$ cat src/rtl/irqagg_pkg.sv
package irqagg_pkg;
  localparam int unsigned REG_W    = 32;
  localparam int unsigned HALF_W   = REG_W / 2;
  localparam int unsigned NUM_CH   = 4;
  localparam int unsigned NUM_PIN  = 12;
  // Bit positions that software decodes
  localparam int unsigned ALT0_BIT = NUM_CH;       // pin0 or parallel port
  localparam int unsigned ALT1_BIT = NUM_CH + 1;   // pin1 or power-down flag
  localparam int unsigned PIN_LO   = NUM_CH + 2;   // first plain pin bit

  typedef enum logic [1:0] {
    MODE_PLAIN0 = 2'b00,
    MODE_PARPORT = 2'b01,
    MODE_IDENT  = 2'b10,
    MODE_PLAIN3 = 2'b11
  } op_mode_e;
endpackage

$ cat src/rtl/irqagg_pin_cond.sv
module irqagg_pin_cond #(
  parameter int unsigned NUM_PIN = 12
) (
  input  logic [NUM_PIN-1:0] pin_raw,
  input  logic [NUM_PIN-1:0] pin_inv,
  output logic [NUM_PIN-1:0] pin_int
);
  for (genvar k = 0; k < NUM_PIN; k++) begin : g_pin
    assign pin_int[k] = pin_raw[k] ^ pin_inv[k];
  end
endmodule

$ cat src/rtl/irqagg_pd_flag.sv
module irqagg_pd_flag (
  input  logic clk,
  input  logic rst,
  input  logic enable,
  input  logic req,
  input  logic rd,
  output logic flag
);
  logic flag_q;

  always_ff @(posedge clk) begin
    if (rst || !enable) flag_q <= 1'b0;
    else if (req)       flag_q <= 1'b1;
    else if (rd)        flag_q <= 1'b0;
  end

  assign flag = flag_q;


  pd_set_chk: assert property (@(posedge clk) disable iff (rst)
    (enable && req) |=> flag_q);


  pd_clear_chk: assert property (@(posedge clk) disable iff (rst)
    (enable && rd && !req) |=> !flag_q);
endmodule

$ cat src/rtl/irqagg_mask_regs.sv
module irqagg_mask_regs #(
  parameter int unsigned MASK_W = 16
) (
  input  logic              clk,
  input  logic              rst,
  input  logic              wr,
  input  logic [MASK_W-1:0] wdata,
  output logic [MASK_W-1:0] mask
);
  logic [MASK_W-1:0] mask_q;

  always_ff @(posedge clk) begin
    if (rst)     mask_q <= '1;
    else if (wr) mask_q <= wdata;
  end

  assign mask = mask_q;


  mask_hold_chk: assert property (@(posedge clk) disable iff (rst)
    !wr |=> $stable(mask_q));


  mask_reset_chk: assert property (@(posedge clk)
    rst |=> (mask_q == '1));
endmodule

$ cat src/rtl/irqagg_top.sv
module irqagg_top
  import irqagg_pkg::*;
#(
  parameter int unsigned CH_N  = NUM_CH,
  parameter int unsigned PIN_N = NUM_PIN,
  parameter int unsigned DW    = REG_W
) (
  input  logic             clk,
  input  logic             rst,
  input  logic [CH_N-1:0]  ch_irq,
  input  logic [PIN_N-1:0] pin_raw,
  input  logic [PIN_N-1:0] pin_inv,
  input  logic             par_irq,
  input  logic             pd_req,
  input  logic [1:0]       op_mode,
  input  logic [1:0]       cfg_sel,
  input  logic             reg_wr,
  input  logic             reg_rd,
  input  logic [DW-1:0]    reg_wdata,
  output logic [DW-1:0]    reg_rdata,
  output logic             host_irq
);
  localparam int unsigned HW = DW / 2;
  localparam int unsigned A0 = CH_N;
  localparam int unsigned A1 = CH_N + 1;
  localparam int unsigned PL = CH_N + 2;

  logic [PIN_N-1:0] pin_int;
  logic [HW-1:0]    mask;
  logic [HW-1:0]    status;
  logic [HW-1:0]    active_src;
  logic             pd_flag;
  logic             pd_enable;
  logic             par_mode;
  logic             id_mode;
  logic             ch_hit;
  logic             pd_hit;
  logic [DW-1:0]    rdata_q;
  logic             host_q;

  assign par_mode  = (op_mode == MODE_PARPORT);
  assign id_mode   = (op_mode == MODE_IDENT);
  assign pd_enable = (cfg_sel != 2'b00);

  irqagg_pin_cond #(.NUM_PIN(PIN_N)) u_pin_cond (
    .pin_raw (pin_raw),
    .pin_inv (pin_inv),
    .pin_int (pin_int)
  );

  irqagg_pd_flag u_pd_flag (
    .clk    (clk),
    .rst    (rst),
    .enable (pd_enable),
    .req    (pd_req),
    .rd     (reg_rd),
    .flag   (pd_flag)
  );

  irqagg_mask_regs #(.MASK_W(HW)) u_mask (
    .clk   (clk),
    .rst   (rst),
    .wr    (reg_wr),
    .wdata (reg_wdata[DW-1:HW]),
    .mask  (mask)
  );

  // Status view, lower half of the register word
  always_comb begin
    status          = '0;
    status[CH_N-1:0] = ch_irq;
    status[A0]      = par_mode ? par_irq : pin_int[0];
    status[A1]      = pd_enable ? pd_flag : pin_int[1];
    status[HW-1:PL] = pin_int[PIN_N-1:2];
  end

  // Sources that may raise the host line
  always_comb begin
    active_src           = '0;
    active_src[CH_N-1:0] = ch_irq & mask[CH_N-1:0];
    if (par_mode) active_src[A0] = par_irq & mask[A0];
    else          active_src[A0] = pin_int[0] & mask[A0] & ~id_mode;
    if (pd_enable) active_src[A1] = pd_flag & mask[A1];
    else           active_src[A1] = pin_int[1] & mask[A1] & ~id_mode;
    active_src[HW-1:PL]  = pin_int[PIN_N-1:2] & mask[HW-1:PL] & {(PIN_N-2){~id_mode}};
  end

  assign ch_hit = |(ch_irq & mask[CH_N-1:0]);
  assign pd_hit = pd_enable & pd_flag & mask[A1];

  always_ff @(posedge clk) begin
    if (rst)         rdata_q <= '0;
    else if (reg_rd) rdata_q <= {mask, status};
  end

  always_ff @(posedge clk) begin
    if (rst) host_q <= 1'b0;
    else     host_q <= |active_src;
  end

  assign reg_rdata = rdata_q;
  assign host_irq  = host_q;


  host_reset_low_chk: assert property (@(posedge clk)
    rst |=> !host_q);


  ident_suppress_chk: assert property (@(posedge clk) disable iff (rst)
    (id_mode && !ch_hit && !pd_hit) |=> !host_q);


  host_source_chk: assert property (@(posedge clk) disable iff (rst)
    (!ch_hit && !(|(status & mask))) |=> !host_q);


  wr_upper_only_chk: assert property (@(posedge clk) disable iff (rst)
    (reg_wr && (reg_wdata[HW-1:0] != '0)) |=> (mask == $past(reg_wdata[DW-1:HW])));


  rdata_hold_chk: assert property (@(posedge clk) disable iff (rst)
    !reg_rd |=> $stable(rdata_q));
endmodule

$ cat config.mk
export PLATFORM = sky130hd
export DESIGN_NAME = irqagg_top
export DESIGN_NICKNAME = d
export VERILOG_FILES = /design/src/rtl/irqagg_pkg.sv /design/src/rtl/irqagg_pin_cond.sv /design/src/rtl/irqagg_pd_flag.sv /design/src/rtl/irqagg_mask_regs.sv /design/src/rtl/irqagg_top.sv
export SDC_FILE = /design/constraint.sdc
export NUM_CORES = 1
export LEC_CHECK = 0
export BUFFER_PORTS_ARGS = -buffer_cell sky130_fd_sc_hd__buf_2
export CAP_MARGIN = 20
export CORE_MARGIN = 8
export CORE_UTILIZATION = 40
export DETAILED_ROUTE_END_ITERATION = 16
export PLACE_DENSITY = 0.72
export SLEW_MARGIN = 20
export SYNTH_ARGS = -nofsm -noshare
export SYNTH_HDL_FRONTEND = slang
export SYNTH_SLANG_ARGS = --single-unit
$ cat constraint.sdc
create_clock -name clk -period 0.9 [get_ports clk]
set_input_delay 0.09 -clock clk [delete_from_list [all_inputs] [get_ports clk]]
set_output_delay 0.09 -clock clk [all_outputs]
set_load 0.1 [all_outputs]
# Word-level counts from Yosys, hierarchy flattened
# Index checks and enable logic that the tools add are counted.
dict set report word_totals {
  wordCells 39
  regBits 50
  input_bits 70
}
dict set report classes {
  eq_ne 2
  n_reduce_logical 5
  bitwise_logic 22
  n_mux 6
}
# operator n
set op_table {}
lappend op_table {{$and A10 B10 Y10} 2}
lappend op_table {{$reduce_or A16 Y1} 1}
lappend op_table {{$xor A1 B1 Y1} 12}
lappend op_table {{$and A1 B1 Y1} 6}
lappend op_table {{$mux W1} 6}
lappend op_table {{$and A4 B4 Y4} 1}
lappend op_table {{$reduce_bool A2 Y1} 2}
lappend op_table {{$eq A2 B1 Y1 const B} 1}
lappend op_table {{$eq A2 B2 Y1 const B} 1}
lappend op_table {{$logic_not A1 Y1} 1}
lappend op_table {{$logic_or A1 B1 Y1} 1}
lappend op_table {{$not A1 Y1} 1}

# Depth between registers and ports, before layout
dict set report logic_depth {
  ltp_word 5
  depth_mapped 5
  depth_no_buf 4
}

# Cells and area by module
# Synthesis repeated with hierarchy kept, for this count alone.
dict set report hier_totals {
  cells_unflattened 196
  hier_area_um2 2043.2
}
# module instances area_per_inst_um2 cells_per_inst
set modules_own_cells {}
lappend modules_own_cells {irqagg_top 1 1298.7 127}
lappend modules_own_cells {irqagg_mask_regs 1 599.3 53}
lappend modules_own_cells {irqagg_pin_cond 1 105.1 12}
lappend modules_own_cells {irqagg_pd_flag 1 40.0 4}

# Least setup slack after synthesis
# No wires, ideal clock.
dict set report synth_path {
  kind {flip-flop to flip-flop}
  startpoint {reg, netlist name reg_rdata[10]}
  endpoint {reg rdata_q[10] (netlist: reg_rdata[10])}
  arrival_ps 1204
  stages_incl_launch_ff 3
  path_buffers 0
  path_slack_ps -390
  period_less_slack_ps 1290
  path_cell_list {dfxtp_1 -> nor2_1 -> a211oi_1}
}
# element line
set synth_rtl {}
lappend synth_rtl {{end signal, assigned} irqagg_top.sv:93} ;# else if (reg_rd) rdata_q <= {mask, status};
lappend synth_rtl {{end, declared} irqagg_top.sv:38} ;# logic [DW-1:0] rdata_q;

# Worst setup path in the final report
dict set report layout_path {
  startpoint {reg u_mask.mask_q[2] (netlist: u_mask.mask[2])}
  endpoint {reg host_q (netlist: host_irq)}
}
dict set report layout_via {
  elab_chain_cells 2
}
# element line
set layout_rtl {}
lappend layout_rtl {{start, declared} irqagg_mask_regs.sv:10} ;# logic [MASK_W-1:0] mask_q;
lappend layout_rtl {{start signal, assigned} irqagg_mask_regs.sv:14} ;# else if (wr) mask_q <= wdata;
lappend layout_rtl {{$and A4 B4 Y4} n/a}
lappend layout_rtl {{$reduce_or A16 Y1} irqagg_top.sv:98} ;# else host_q <= |active_src;
lappend layout_rtl {{end signal, assigned} irqagg_top.sv:98}
lappend layout_rtl {{end, declared} irqagg_top.sv:39} ;# logic host_q;
# Every way passes these cells.
# A chain may end at the register's enable or synchronous reset.

==> impl_metrics.tcl <==
set metrics [dict create \
    remaining_drc_errors 0 \
    chipWidth_um 86.59 \
    cts_buffer_depth 2 \
    path_cells "a22oi_1 -> nand2_1 -> a221oi_2 -> a31oi_1" \
    final_cells 388 \
    hpwl_mm 4.498 \
    postLayoutCellArea_sq_um 3470 \
    finClkSkew_ns 0.003513 \
    tritoncts "done" \
    dr_total_vias 1856 \
    finalCriticalPeriod_ns 1.003 \
    status "finished, violations left" \
    ys_ff_latch 50 \
    placed_area_sq_um 3318 \
    yosys_warnings 0 \
    slowest_delay_ns 0.33 \
    period_share 1.114 \
    relSlewSlack 0.7701 \
    postRouteAntennaNets 0 \
    pre_cts_slack_ns -0.1852 \
    violations "setup timing" \
    p_total_mw 5.901 \
    clock_latency_ns 0.29 \
    synth_cells 207 \
    critical_path_required_ns 1.08 \
    initialDrtViolationCount 55 \
    clk_pin_slew_ns 0.09 \
    dp_cells 374 \
    worst-setup-path-type "flip-flop to flip-flop" \
    rows 25 \
    cp-end-kind "flip-flop" \
    start_util 0.4192 \
    p_leak_nw 1.604 \
    die_h_um 86.59 \
    synth_area_per_cell_sq_um 9.629 \
    hold_path.class "primary input to flip-flop" \
    maxSlewViolCount 0 \
    critPathMaxFanout 2 \
    critPathSlowestCell "dfxtp_1" \
    h-tree-depth 2 \
    grt_pass1_vias 1999 \
    fill_cells 369 \
    setup_tns_ns -0.7226 \
    ys.flop_type "dfxtp_1" \
    synth.distinct_cells 29 \
    rsz0062_at_grt "yes" \
    root_buffer "clkbuf_8" \
    async_flop_share 0 \
    grt_pass1_wl_mm 9.487 \
    hold_viol_final 0 \
    cp.arrival_ns 1.18 \
    p_per_area_nw_per_um2 1701 \
    cts_buffers 5 \
    ios 103 \
    io_buffers 86 \
    antenna_found_initial 0 \
    fmax_mhz 997.4 \
    final-setup-viol-count 34 \
    syn_area_sq_um 1993 \
    min_path_cells 3 \
    timing.reg2reg.worst_path_depth 4 \
    drive_gt1_frac 0.5078 \
    diodes 0 \
    synth-edff-count 0 \
    routed_via_density 4.784 \
    grt_max_degree 26 \
    wl_per_cell_um 14.71 \
    worstSetupStartpointType "flip-flop" \
    cts.sinks 50 \
    tightest_slew_ns 0.3411 \
    dr.pass1.iters 4 \
    final_common_cell "buf_2" \
    final_cell_mix "buf_2 (53), buf_12 (37), nor2_1 (36)" \
    finalWirelength_mm 5.706 \
    grt_overflow 0 \
    syn_nets 277 \
    areaGrowthSynthToFinish_pct 74.07 \
    peakVddDrop_v 0.001083 \
    max_cap_violations 0 \
    die_area_sq_um 7498 \
    final_nets 390 \
    setup_slack_ns -0.1026 \
    synth_seq_area_share 0.5022 \
    grt_use_total 0.1576 \
    gp_congestion 0.7538 \
    core-area_sq_um 4755 \
]
-- flip-flops by register name, summed over array words and instances, names as in the netlist --
| signal | cells |
|---|---|
| host_irq | 1 |
| u_mask.mask | 16 |
| u_pd_flag.flag | 1 |
| reg_rdata | 32 |
-- metal layers --
layer / vias to the layer above / GRT usage / wire, um
met3: 6 / 0.06616 / 480
met2: 58 / 0.2660 / 2743
met5: - / 0 / 0
li1: 933 / - / -
met1: 859 / 0.1791 / 2445
met4: 0 / 0.03756 / 37
-- where the power goes --
| group | leakage, nW | internal, mW | switching [mW] |
|---|---|---|---|
| sequential | 0.434 | 2.36 | 0.147 |
| clock | 0.0482 | 0.621 | 0.706 |
| combinational | 1.12 | 0.841 | 1.22 |
-- synthesized netlist by cell type (all sizes together) (2+ instances only) --
master | number | share of area
a22oi | 2 | 0.0075
dfxtp | 50 | 0.50
nor3 | 4 | 0.010
xnor2 | 9 | 0.040
mux2i | 31 | 0.16
a211oi | 7 | 0.026
clkbuf | 3 | 0.0056
nand2 | 17 | 0.032
o21ai | 3 | 0.0075
o22ai | 3 | 0.0094
o211ai | 7 | 0.026
xor2 | 3 | 0.013
o31ai | 3 | 0.011
inv | 9 | 0.017
buf | 10 | 0.028
nor2 | 36 | 0.068
-- worst max-delay path: cells and delay by family, from the launching register on --
family	cells	cell delay (ns)
AO/OA/AOI/OAI	3	0.48
AND/OR/NAND/NOR	1	0.09
flip-flops	1	0.33
-- per-stage QoR --
stage          utilization  hold WS [ns]
3_3_place_gp        0.6979        0.3016
4_1_cts             0.7271      0.001244
6_report            0.7297      0.003868
5_1_grt             0.7297      0.001089
3_5_place_dp        0.6979        0.3111
2_1_floorplan            -        0.2180
-- cell families (layout without fill, tap and decap cells) --
kind of cell           after synthesis  count (layout)  synth area share
AO/OA/AOI/OAI                       31              31            0.1155
flip-flops                          50              50            0.5022
AND/OR/NAND/NOR                     61              61            0.1237
buffers and inverters               22             136           0.05022
multiplexers                        31              31            0.1557
XOR/XNOR                            12              12           0.05274
-- area by class of cell --
type,count,area [sq um],area share
Clock buffer,7,86.33,0.02488
Clock inverter,1,5.005,0.001442
Inverter,9,33.78,0.009737
Multi-Input combinational cell,135,907.1,0.2614
Sequential cell,50,1122,0.3235
Tap cell,67,83.83,0.02416
Timing Repair Buffer,119,1231,0.3548
-- path summary, 6_finish.rpt --
path | startpoint | endpoint | slack [ns]
max | u_mask.mask[2]$_SDFFE_PP1P_ | host_irq$_SDFF_PP0_ | -0.10
max reg2reg | u_mask.mask[2]$_SDFFE_PP1P_ | host_irq$_SDFF_PP0_ | -0.10
min | reg_wdata[25] | u_mask.mask[9]$_SDFFE_PP1P_ | 0.004
min reg2reg | u_mask.mask[6]$_SDFFE_PP1P_ | reg_rdata[22]$_SDFFE_PP0P_ | 0.50
-- what timing repair did --
item                       CTS  global route
gates resized for setup      2             1
setup buffers                2             1
setup endpoints to repair   34            34
hold buffers                 3             0
pin swaps                    2             2
hold endpoints to repair     3             0
Power figures use the tool's default switching activity.
